### src/rtl/sdac_pkg.sv
package sdac_pkg;
  localparam logic SEL_DAC  = 1'b0;
  localparam logic SEL_CTRL = 1'b1;

  typedef enum logic {RX_IDLE = 1'b0, RX_SHIFT = 1'b1} rx_state_e;
endpackage

### src/rtl/sdac_ser_rx.sv
module sdac_ser_rx #(
  parameter int unsigned WORD_W = 12,
  localparam int unsigned CNT_W = $clog2(WORD_W)
) (
  input  logic              clk_i,
  input  logic              rst_ni,
  input  logic              sclk_i,
  input  logic              sdat_i,
  input  logic              sen_i,
  output logic              vld_o,
  output logic [WORD_W-2:0] word_o,
  output logic              busy_o,
  output logic [CNT_W-1:0]  cnt_o
);
  import sdac_pkg::*;

  rx_state_e         state_q;
  logic              sclk_q;
  logic              vld_q;
  logic [CNT_W-1:0]  cnt_q;
  logic [WORD_W-2:0] sh_q;
  logic              fall;

  assign fall = sclk_q & ~sclk_i;

  always_ff @(posedge clk_i or negedge rst_ni) begin
    if (!rst_ni) begin
      state_q <= RX_IDLE;
      sclk_q  <= 1'b0;
      vld_q   <= 1'b0;
      cnt_q   <= '0;
      sh_q    <= '0;
    end else begin
      sclk_q <= sclk_i;
      vld_q  <= 1'b0;
      if (!sen_i) begin
        state_q <= RX_IDLE;
        cnt_q   <= '0;
      end else if (fall) begin
        if (state_q == RX_IDLE) begin
          // leading zeros dropped; a 1 is the start bit (bit 1 of 12)
          if (sdat_i) begin
            state_q <= RX_SHIFT;
            cnt_q   <= CNT_W'(1);
          end
        end else begin
          sh_q <= {sh_q[WORD_W-3:0], sdat_i};
          if (cnt_q == CNT_W'(WORD_W-1)) begin
            state_q <= RX_IDLE;
            cnt_q   <= '0;
            vld_q   <= 1'b1;
          end else begin
            cnt_q <= cnt_q + CNT_W'(1);
          end
        end
      end
    end
  end

  assign vld_o  = vld_q;
  assign word_o = sh_q;
  assign busy_o = (state_q == RX_SHIFT);
  assign cnt_o  = cnt_q;
endmodule

### src/rtl/sdac_decode.sv
module sdac_decode #(
  parameter int unsigned NUM_CH = 4,
  parameter int unsigned CODE_W = 8,
  localparam int unsigned ADDR_W = $clog2(NUM_CH),
  localparam int unsigned PAY_W  = ADDR_W + CODE_W
) (
  input  logic              vld_i,
  input  logic [PAY_W:0]    word_i,
  output logic [NUM_CH-1:0] dac_we_o,
  output logic [CODE_W-1:0] code_o,
  output logic              ctrl_we_o,
  output logic              mode_set_o,
  output logic [NUM_CH-1:0] gain_o
);
  import sdac_pkg::*;

  logic              sel;
  logic [ADDR_W-1:0] addr;

  assign sel        = word_i[PAY_W];
  assign addr       = word_i[PAY_W-1 -: ADDR_W];
  assign code_o     = word_i[CODE_W-1:0];
  assign ctrl_we_o  = vld_i && (sel == SEL_CTRL);
  assign mode_set_o = word_i[PAY_W-1];

  for (genvar ch = 0; ch < NUM_CH; ch++) begin : g_dec
    assign dac_we_o[ch] = vld_i && (sel == SEL_DAC) && (addr == ADDR_W'(ch));
    // gain bits follow the mode bit, channel A first
    assign gain_o[ch]   = word_i[PAY_W-2-ch];
  end
endmodule

### src/rtl/sdac_bank.sv
module sdac_bank #(
  parameter int unsigned NUM_CH = 4,
  parameter int unsigned CODE_W = 8
) (
  input  logic                     clk_i,
  input  logic                     rst_ni,
  input  logic                     sen_i,
  input  logic [NUM_CH-1:0]        dac_we_i,
  input  logic [CODE_W-1:0]        code_i,
  input  logic                     ctrl_we_i,
  input  logic                     mode_set_i,
  input  logic [NUM_CH-1:0]        gain_i,
  output logic [NUM_CH*CODE_W-1:0] code_o,
  output logic [NUM_CH-1:0]        gain_o,
  output logic                     mode_o
);
  logic mode_q;
  logic load_out;

  // second rank copies while enable low, or always once single-buffered
  assign load_out = mode_q | ~sen_i;

  always_ff @(posedge clk_i or negedge rst_ni) begin
    if (!rst_ni)                      mode_q <= 1'b0;
    else if (ctrl_we_i && mode_set_i) mode_q <= 1'b1;
  end

  for (genvar ch = 0; ch < NUM_CH; ch++) begin : g_ch
    logic [CODE_W-1:0] code_rank1_q, code_rank2_q;
    logic              gain_rank1_q, gain_rank2_q;

    always_ff @(posedge clk_i or negedge rst_ni) begin
      if (!rst_ni) begin
        code_rank1_q <= '0;
        gain_rank1_q <= 1'b0;
      end else begin
        if (dac_we_i[ch]) code_rank1_q <= code_i;
        if (ctrl_we_i)    gain_rank1_q <= gain_i[ch];
      end
    end

    always_ff @(posedge clk_i or negedge rst_ni) begin
      if (!rst_ni) begin
        code_rank2_q <= '0;
        gain_rank2_q <= 1'b0;
      end else if (load_out) begin
        code_rank2_q <= code_rank1_q;
        gain_rank2_q <= gain_rank1_q;
      end
    end

    assign code_o[ch*CODE_W +: CODE_W] = code_rank2_q;
    assign gain_o[ch]                  = gain_rank2_q;
  end

  assign mode_o = mode_q;
endmodule

### src/rtl/sdac_serial_if.sv
module sdac_serial_if #(
  parameter int unsigned NUM_CH = 4,
  parameter int unsigned CODE_W = 8,
  localparam int unsigned ADDR_W = $clog2(NUM_CH),
  localparam int unsigned WORD_W = 2 + ADDR_W + CODE_W,
  localparam int unsigned CNT_W  = $clog2(WORD_W)
) (
  input  logic                     clk_i,
  input  logic                     rst_ni,
  input  logic                     sclk_i,
  input  logic                     sdat_i,
  input  logic                     sen_i,
  output logic [NUM_CH*CODE_W-1:0] code_o,
  output logic [NUM_CH-1:0]        gain_o
);
  logic              word_vld;
  logic [WORD_W-2:0] rx_word;
  logic              rx_busy;
  logic [CNT_W-1:0]  rx_cnt;
  logic [NUM_CH-1:0] dac_we;
  logic [CODE_W-1:0] wr_code;
  logic              ctrl_we;
  logic              mode_set;
  logic [NUM_CH-1:0] wr_gain;
  logic              mode_q;

  sdac_ser_rx #(.WORD_W(WORD_W)) u_rx (
    .clk_i  (clk_i),
    .rst_ni (rst_ni),
    .sclk_i (sclk_i),
    .sdat_i (sdat_i),
    .sen_i  (sen_i),
    .vld_o  (word_vld),
    .word_o (rx_word),
    .busy_o (rx_busy),
    .cnt_o  (rx_cnt)
  );

  sdac_decode #(.NUM_CH(NUM_CH), .CODE_W(CODE_W)) u_dec (
    .vld_i      (word_vld),
    .word_i     (rx_word),
    .dac_we_o   (dac_we),
    .code_o     (wr_code),
    .ctrl_we_o  (ctrl_we),
    .mode_set_o (mode_set),
    .gain_o     (wr_gain)
  );

  sdac_bank #(.NUM_CH(NUM_CH), .CODE_W(CODE_W)) u_bank (
    .clk_i      (clk_i),
    .rst_ni     (rst_ni),
    .sen_i      (sen_i),
    .dac_we_i   (dac_we),
    .code_i     (wr_code),
    .ctrl_we_i  (ctrl_we),
    .mode_set_i (mode_set),
    .gain_i     (wr_gain),
    .code_o     (code_o),
    .gain_o     (gain_o),
    .mode_o     (mode_q)
  );
endmodule

### config.mk
export PLATFORM = sky130hd
export DESIGN_NAME = sdac_serial_if
export DESIGN_NICKNAME = d
export VERILOG_FILES = /design/src/rtl/sdac_pkg.sv /design/src/rtl/sdac_ser_rx.sv /design/src/rtl/sdac_decode.sv /design/src/rtl/sdac_bank.sv /design/src/rtl/sdac_serial_if.sv
export SDC_FILE = /design/constraint.sdc
export NUM_CORES = 1
export LEC_CHECK = 0
export ABC_AREA = 1
export BUFFER_PORTS_ARGS = -buffer_cell sky130_fd_sc_hd__buf_2
export CORE_MARGIN = 2
export CORE_UTILIZATION = 40
export CTS_BUF_LIST = sky130_fd_sc_hd__clkbuf_4
export CTS_CLUSTER_SIZE = 20
export DETAILED_ROUTE_END_ITERATION = 8
export PLACE_DENSITY_LB_ADDON = 0.25
export SKIP_CTS_REPAIR_TIMING = 1
export SLEW_MARGIN = 40
export SYNTH_ARGS = -nofsm -noshare
export SYNTH_HDL_FRONTEND = slang
export SYNTH_SLANG_ARGS = --single-unit
### constraint.sdc
create_clock -name clk_i -period 2.14 [get_ports clk_i]
set_input_delay 0.107 -clock clk_i [delete_from_list [all_inputs] [get_ports clk_i]]
set_output_delay 0.107 -clock clk_i [all_outputs]
set_load 0.1 [all_outputs]
* Word level (Yosys, flattened, before mapping)
Cells that the tools add are included.
** Storage, ports and cells
- Bits in registers :: 91
- Input bits :: 5
- Output and inout bits :: 36
** Operators by class
- Add/sub/neg operators :: 1
- Equal/unequal tests :: 6
- Mux-type cells :: 14
- Bitwise logic cells :: 5
- Reduce and logical (&&, ||, !) cells :: 10
** Operators by type and width (number)
- 4-bit 2-to-1 mux :: 5
- 1-bit 2-to-1 mux :: 9
- 1-bit logical AND :: 7
- 4-bit by 1-bit adder with 4-bit output, second input constant :: 1
- 2-bit == test, second input constant :: 2
- 4-bit == test, second input constant :: 1
- 3-bit by 2-bit != test with 1-bit output, second input constant :: 1
- 1-bit NOT :: 3
- 3-bit AND reduction :: 1
- 2-bit by 1-bit == test with 1-bit output, second input constant :: 1
- 2-bit zero test :: 1
- 2-bit by 1-bit != test with 1-bit output, second input constant :: 1
- 2-bit AND reduction :: 1
- 1-bit AND :: 1
- 1-bit bitwise OR :: 1

* Depth between registers and ports, before layout
Gate-level depths: netlist of run 1.
- Word-level depth :: 5
- Mapped depth :: 8
- Mapped depth without buffers :: 8

* Hierarchy
Synthesis of run 1 repeated with hierarchy kept, for this count alone.
** Second synthesis, totals
- Cells, all modules :: 439
- Area, all modules :: 3940.0 µm²
** By module, submodules not included
- sdac_bank :: instances 1, cells each 313, area each 2969.1 µm², sequential area each 1826.8 µm²
- sdac_ser_rx :: instances 1, cells each 99, area each 818.3 µm², sequential area each 450.4 µm²
- sdac_decode :: instances 1, cells each 27, area each 152.6 µm², sequential area each 0.0 µm²

* Least setup slack after synthesis of run 1
Ideal clock, no wire load.
- Kind :: register to register
- From :: reg u_bank.g_ch[0].code_rank2_q[4] (netlist name)
- To :: reg u_bank.g_ch[0].code_rank2_q[4]
- Library setup time :: 0.126 ns
- Arrival time :: 1.132 ns
- Data required time :: 2.014 ns
- Slack :: 0.882 ns
- Stages on the path, launching flop included :: 2
- Clock period less this slack :: 1.258 ns
- Cell sequence :: dfrtp_1 -> mux2_4
** RTL lines
- end signal: assignment :: RTL line sdac_bank.sv:47 : code_rank2_q <= code_rank1_q;
- end: declaration :: RTL line sdac_bank.sv:29 : logic [CODE_W-1:0] code_rank1_q, code_rank2_q;

* Worst setup path in the final report of run 1
- From :: reg u_bank.mode_q (netlist: u_bank.mode_o)
- To :: reg u_bank.g_ch[2].code_rank2_q[7]
** On the way
- Word-level cells in the longest chain between the ends :: 1
** Ends and longest elaborated chain
- start: declaration :: RTL line sdac_bank.sv:17 : logic mode_q;
- start signal: assignment :: RTL line sdac_bank.sv:24 : if (!rst_ni) mode_q <= 1'b0;
- start signal: assignment :: RTL line sdac_bank.sv:25 : else if (ctrl_we_i && mode_set_i) mode_q <= 1'b1;
- 1-bit bitwise OR :: RTL line sdac_bank.sv:21 : assign load_out = mode_q | ~sen_i;
- end signal: assignment :: RTL line sdac_bank.sv:47
- end: declaration :: RTL line sdac_bank.sv:29
No other way between the ends.
A chain may end at the register's enable or synchronous reset.

==> results of run 1 <==
==> worst min-delay path by stage <==
stage	to	slack (ns)	cells past startpoint
5_1_grt	u_rx.busy_o	0.05	3
6_report	u_rx.busy_o	0.05	3
3_5_place_dp	u_bank.g_ch[2].code_rank2_q[0]	0.14	1
4_1_cts	u_bank.g_ch[2].code_rank2_q[0]	-0.32	1
3_3_place_gp	u_bank.g_ch[2].code_rank2_q[0]	0.14	1
2_1_floorplan	u_bank.g_ch[0].code_rank1_q[0]	-0.19	0
==> state kept, by name, indices dropped and copies added (netlist names) <==
signal	count
u_rx.busy_o	1
u_rx.cnt_o	4
u_bank.g_ch.gain_rank1_q	4
u_rx.sclk_q	1
u_rx.word_o	11
u_bank.mode_o	1
u_bank.g_ch.code_rank1_q	32
u_bank.g_ch.code_rank2_q	32
u_rx.vld_o	1
u_bank.g_ch.gain_rank2_q	4
==> placed cells by master (no fill, tap or decap) <==
| cell | instances |
|---|---|
| buf_4 | 5 |
| buf_2 | 39 |
| nand3_1 | 9 |
| clkinvlp_4 | 1 |
| mux2_2 | 6 |
| nor2b_1 | 1 |
| ha_1 | 1 |
| o21ai_1 | 14 |
| nor2_1 | 5 |
| dlygate4sd3_1 | 3 |
| nand4_1 | 1 |
| o21ai_0 | 38 |
| inv_2 | 1 |
| nand2_1 | 66 |
| nor2_4 | 1 |
| nand2_2 | 1 |
| bufinv_16 | 3 |
| inv_1 | 20 |
| clkinv_1 | 2 |
| o211ai_1 | 1 |
| mux2_4 | 30 |
| dfrtp_1 | 91 |
| nand2_4 | 1 |
| clkbuf_4 | 9 |
==> power breakdown <==
group	total, mW	switching, mW	internal [mW]
Clock	1.12	0.539	0.579
Sequential	1.74	0.00789	1.73
Combinational	0.124	0.0882	0.0360
Total	2.98	0.635	2.35
==> cell families after synthesis <==
family,Yosys count,synth area share
DFF,91,0.6324
muxes,36,0.1438
adders and majority gates,1,0.003474
AOI/OAI and AO/OA,53,0.07436
buffers and inverters,34,0.04795
and+or+nand+nor,85,0.09799
==> cell type report <==
| cell class | count | area [um^2] | area share |
|---|---|---|---|
| well taps | 108 | 135.1 | 0.03314 |
| repair buffers | 47 | 262.8 | 0.06444 |
| flip-flops and latches | 91 | 2277 | 0.5585 |
| inverters | 21 | 78.83 | 0.01933 |
| clock buffers | 9 | 67.56 | 0.01657 |
| clock inverters | 6 | 105.1 | 0.02577 |
| multi-input cells | 175 | 1151 | 0.2823 |
==> stage by stage <==
step                cells  setup slack, ns    util  cell area, um^2
floorplan             300           0.8817       -             3601
global placement      439           0.7688  0.4443             3875
detailed placement    439           0.7494  0.4443             3875
CTS                   454           0.7241  0.4641             4048
global route          457           0.5508  0.4676             4078
finish                457           0.7454  0.4676             4078
==> worst max-delay path: cells and delay by family (launching register included) <==
family / cells / cell delay [ns]
buffers and inverters: 1 / 0.06
AND/OR/NAND/NOR: 1 / 0.45
flip-flops: 1 / 0.34
multiplexers: 1 / 0.40
==> routing by layer <==
metal,GRT usage,share of wire,vias to the layer above
met5,0,0,-
met4,0.04742,0.0039,0
met3,0.03191,0.042,2
met2,0.2027,0.44,35
met1,0.2021,0.51,1030
li1,-,-,1083
==> run_results.csv, run 1 <==
group,metric,value,unit
status,outcome,"finished clean",
setup_path,critical_path_class,"flip-flop to flip-flop",
logic_synthesis,syn_inst,300,
route,first_iter_violations,100,
global_route,antenna_found_initial,0,
final_layout,syn2layout_area_growth,13.24,%
setup_path,crit_arrival,1.70,ns
logic_synthesis,post-synth-top-count-cell,"dfrtp_1",
clocking,root_buffer,"clkbuf_4",
route,drtAntennaViolNets,0,
route,via_per_inst,4.705,
timing,timing.fmax,717.1,MHz
placed_design,buffer_ports.inserted,40,
setup_path,critical_path.endpoint_type,"flip-flop",
placed_design,hpwl,4.136,mm
timing,fin_worst_skew,0.01243,ns
setup_path,rrSetupSlack,0.75,ns
timing,finalCriticalPeriod,1.395,ns
logic_synthesis,synthArstFlopShare,1.000,
timing,relSlewSlack,0.5735,
hold_path,hp-class,"primary input to flip-flop",
final_layout,fill_cells,779,
floorplanning,core-area,8721,um^2
setup_path,r2r_cells,3,
timing,rsz0062_at_grt,"no",
timing,slew_viol_final,0,
setup_path,cpPeakStageDelay,0.45,ns
setup_path,crit_slowest_cell,"nand2_4",
timing,finalSetupViolCount,0,
route,dr.pass1.iters,4,
floorplanning,dieWidth,98.88,um
clocking,htreeDepth,3,
placed_design,place.gp.congestion,0.7730,
logic_synthesis,synth_seq_cells,91,
floorplanning,num_rows,34,
route,routed_wl,6.168,mm
logic_synthesis,synth_top_area_cell,"dfrtp_1",
floorplanning,initial_utilization,0.4129,
final_layout,nets,351,
clocking,clkTransAtPathRegs,0.13,ns
logic_synthesis,synth_area_per_cell,12.00,um^2
logic_synthesis,synth.top_cell.area_share,0.6324,
timing,tns,0,ns
setup_path,reg2reg_from,"u_bank.mode_o",
timing,worst_slew_pin_slew,0.6397,ns
clocking,worstSkewPairLatency,0.40,ns
power,p_leak,2.099,nW
clocking,cts_made_buffers,9,
floorplanning,pin_count,41,
power,p_total,2.982,mW
setup_path,regToRegEndpoint,"u_bank.g_ch[2].code_rank2_q[7]",
setup_path,crit_fanout,36,
setup_path,crit_end,"u_bank.g_ch[2].code_rank2_q[7]",
global_route,grt_max_degree,48,
global_route,track_usage,0.1380,
global_route,globalRouteOverflowTotal,0,
final_layout,insertedDiodeCount,0,
logic_synthesis,yosysUniqueCellTypes,20,
setup_path,worstSetupStartpointType,"flip-flop",
setup_path,worstSetupStartpoint,"u_bank.mode_o",
logic_synthesis,syn-num-nets,306,
logic_synthesis,synth_ff_type,"dfrtp_1",
power,power_per_cell_area,731.3,nW/um^2
clocking,clkSinkCount,91,
hold_path,hp-start,"sen_i",
floorplanning,fp.dieH,98.88,um
route,drc_errors,0,
logic_synthesis,ys_top_cells_by_area,"dfrtp_1 (63%), mux2_4 (13%), nand2_1 (6.9%), o21ai_0 (5.3%), inv_1 (2.1%)",
logic_synthesis,yosys-top-cells-count,"dfrtp_1 (91), nand2_1 (66), o21ai_0 (38)",
global_route,grt_pass1_vias,2125,
clocking,cts_tree,"yes",
power,ir_drop,0.3118,mV
timing,whs,0.04504,ns
logic_synthesis,ys_warn_count,0,
floorplanning,dieArea,9777,um^2
run,cap_viol_max_count,0,
global_route,grt_first_pass_wirelength,10.63,mm
logic_synthesis,ys_seq_area_frac,0.6324,
setup_path,cp_cell_sequence,"inv_1 > nand2_4 > mux2_2",
logic_synthesis,synth_edf_count,0,
final_layout,drive_above_1_share,0.2779,
route,vias,2150,
timing,hold_violations,0,
clocking,clk_path_buf_depth,2,
timing,finalCritPeriodShare,0.6517,
route,wl_per_cell,13.50,um
logic_synthesis,synthesis.area,3601,um^2
setup_path,cp.required,2.45,ns
Note: power is estimated with default switching activity, not from simulation.
==> inputs of run 2 (changes only) <==
==> constraint.sdc (replaced) <==
create_clock -name clk_i -period 1.2 [get_ports clk_i]
set_input_delay 0.06 -clock clk_i [delete_from_list [all_inputs] [get_ports clk_i]]
set_output_delay 0.06 -clock clk_i [all_outputs]
set_load 0.1 [all_outputs]
==> run 2 against run 1 <==
  * Global-route usage increased by 1.3 points
  * Critical path depth decreased by 2
  * Sequential power grew 78%
  * Setup slack got worse by 0.68 ns
  * Worst hold slack gained 0.032 ns
  * Register-to-register slack got worse by 0.68 ns
  * Sequential share of layout area shrank 4.0 points
  * Clock skew grew 0.0093 ns
  * Final area up 9.5%
==> run_results.csv, run 2 (synthesis gave the netlist of run 1 again) <==
group,metric,value,unit
placed_design,place.gp.congestion,0.7429,
global_route,antenna_found_initial,0,
setup_path,crit_arrival,1.08,ns
final_layout,insertedDiodeCount,0,
timing,timing.fmax,880.9,MHz
clocking,cts_made_buffers,9,
floorplanning,dieArea,9777,um^2
final_layout,syn2layout_area_growth,24.01,%
route,via_per_inst,4.768,
global_route,grt_first_pass_wirelength,11.45,mm
clocking,worstSkewPairLatency,0.44,ns
global_route,track_usage,0.1508,
setup_path,crit_slowest_cell,"dfrtp_2",
clocking,clkTransAtPathRegs,0.16,ns
timing,whs,0.07702,ns
final_layout,fill_cells,798,
floorplanning,pin_count,41,
setup_path,regToRegEndpoint,"u_bank.g_ch[0].code_rank2_q[6]",
setup_path,cp.required,1.14,ns
timing,relSlewSlack,0.7257,
timing,worst_slew_pin_slew,0.4114,ns
final_layout,mostFrequentLayoutCells,"nand2_1 (66), dfrtp_1 (59), o21ai_0 (37), buf_6 (37), dfrtp_2 (32)",
hold_path,hp-class,"primary input to asynchronous set/reset pin",
route,dr.pass1.iters,4,
route,first_iter_violations,95,
global_route,grt_max_degree,38,
final_layout,final_common_cell,"nand2_1",
setup_path,worstSetupStartpoint,"u_bank.g_ch[1].code_rank2_q[5]",
floorplanning,dieWidth,98.88,um
setup_path,crit_fanout,2,
clocking,clk_path_buf_depth,2,
run,cap_viol_max_count,0,
clocking,root_buffer,"clkbuf_4",
timing,finalCritPeriodShare,0.9460,
timing,finalSetupViolCount,0,
route,routed_wl,6.716,mm
final_layout,drive_above_1_share,0.3989,
placed_design,hpwl,4.581,mm
power,power_per_cell_area,1089,nW/um^2
route,drtAntennaViolNets,0,
floorplanning,fp.dieH,98.88,um
setup_path,cp_cell_sequence,"buf_6",
setup_path,rrSetupSlack,0.07,ns
timing,finalCriticalPeriod,1.135,ns
setup_path,critical_path_class,"flip-flop to output pin",
final_layout,fin_util,0.5121,
setup_path,critical_path.endpoint_type,"output pin",
route,vias,2236,
floorplanning,initial_utilization,0.4129,
floorplanning,core-area,8721,um^2
clocking,cts_tree,"yes",
setup_path,reg2reg_from,"u_bank.mode_o",
route,drc_errors,0,
timing,slew_viol_final,0,
power,p_leak,2.112,nW
timing,fin_worst_skew,0.02174,ns
timing,tns,0,ns
clocking,clkSinkCount,91,
power,ir_drop,0.3982,mV
setup_path,crit_family,"flip-flops",
setup_path,path_buf_inv,1,
clocking,htreeDepth,3,
placed_design,buffer_ports.inserted,40,
global_route,globalRouteOverflowTotal,0,
setup_path,worstSetupStartpointType,"flip-flop",
route,wl_per_cell,14.32,um
status,outcome,"finished clean",
timing,hold_violations,0,
final_layout,nets,362,
floorplanning,num_rows,34,
setup_path,r2r_cells,4,
global_route,grt_pass1_vias,2239,
setup_path,cpPeakStageDelay,0.45,ns
## run 2: cell types whose count changed in the layout (fill, tap and decap cells not counted), sizes merged
| cell | delta |
|---|---|
| bufinv | -3 |
| clkinvlp | +2 |
| clkinv | +1 |
| inv | +1 |
| buf | +10 |
| dlygate4sd3 | +1 |
## run 2: power breakdown
| group | internal (mW) | switching, mW | leakage (nW) |
|---|---|---|---|
| logic | 0.0923 | 0.171 | 0.840 |
| clock network | 0.435 | 1.06 | 0.0585 |
| registers | 3.09 | 0.0141 | 1.21 |
| total | 3.62 | 1.24 | 2.11 |
## run 2: area by class of cell
| type | count | area (um^2) | area share |
|---|---|---|---|
| multi-input combinational | 175 | 1161 | 0.2600 |
| sequential | 91 | 2317 | 0.5189 |
| inverter | 21 | 78.83 | 0.01765 |
| tap | 108 | 135.1 | 0.03026 |
| clock buffer | 9 | 67.56 | 0.01513 |
| timing repair buffer | 58 | 651.9 | 0.1460 |
| clock inverter | 7 | 53.80 | 0.01205 |
## run 2: worst reg2reg max path, stage by stage (launching register included)
cell and delay, ns:
dfrtp_1 0.38, inv_1 0.10, nand2_4 0.09, buf_12 0.17, mux2_4 0.31
## run 2: metal layers
metal | track usage | up-vias | wire length (um)
met5 | 0 | - | 0
met4 | 0.04847 | 0 | 88
met3 | 0.04468 | 8 | 250
met2 | 0.2235 | 43 | 3078
met1 | 0.2143 | 1076 | 3299
li1 | - | 1109 | -
## run 2: worst max-delay path by stage
stage / end / slack (ns) / cells after the start
detailed placement: u_rx.word_o[3] / 0.03 / 6
global route: code_o[30] / -0.0002 / 1
floorplan: u_bank.g_ch[0].code_rank1_q[4] / 0.08 / 5
finish: code_o[13] / 0.06 / 1
CTS: gain_o[2] / -0.16 / 1
global placement: u_rx.word_o[2] / 0.07 / 6
## run 2: through the flow
step / setup slack [ns] / power [mW] / instance area (um^2) / instances
finish: 0.06477 / 4.861 / 4466 / 469
global route: -0.0002476 / 5.117 / 4466 / 469
CTS: -0.1602 / 4.942 / 4154 / 464
detailed placement: 0.03340 / 3.416 / 4033 / 448
global placement: 0.07303 / 3.411 / 4033 / 448
floorplan: 0.07947 / 3.272 / 3641 / 300
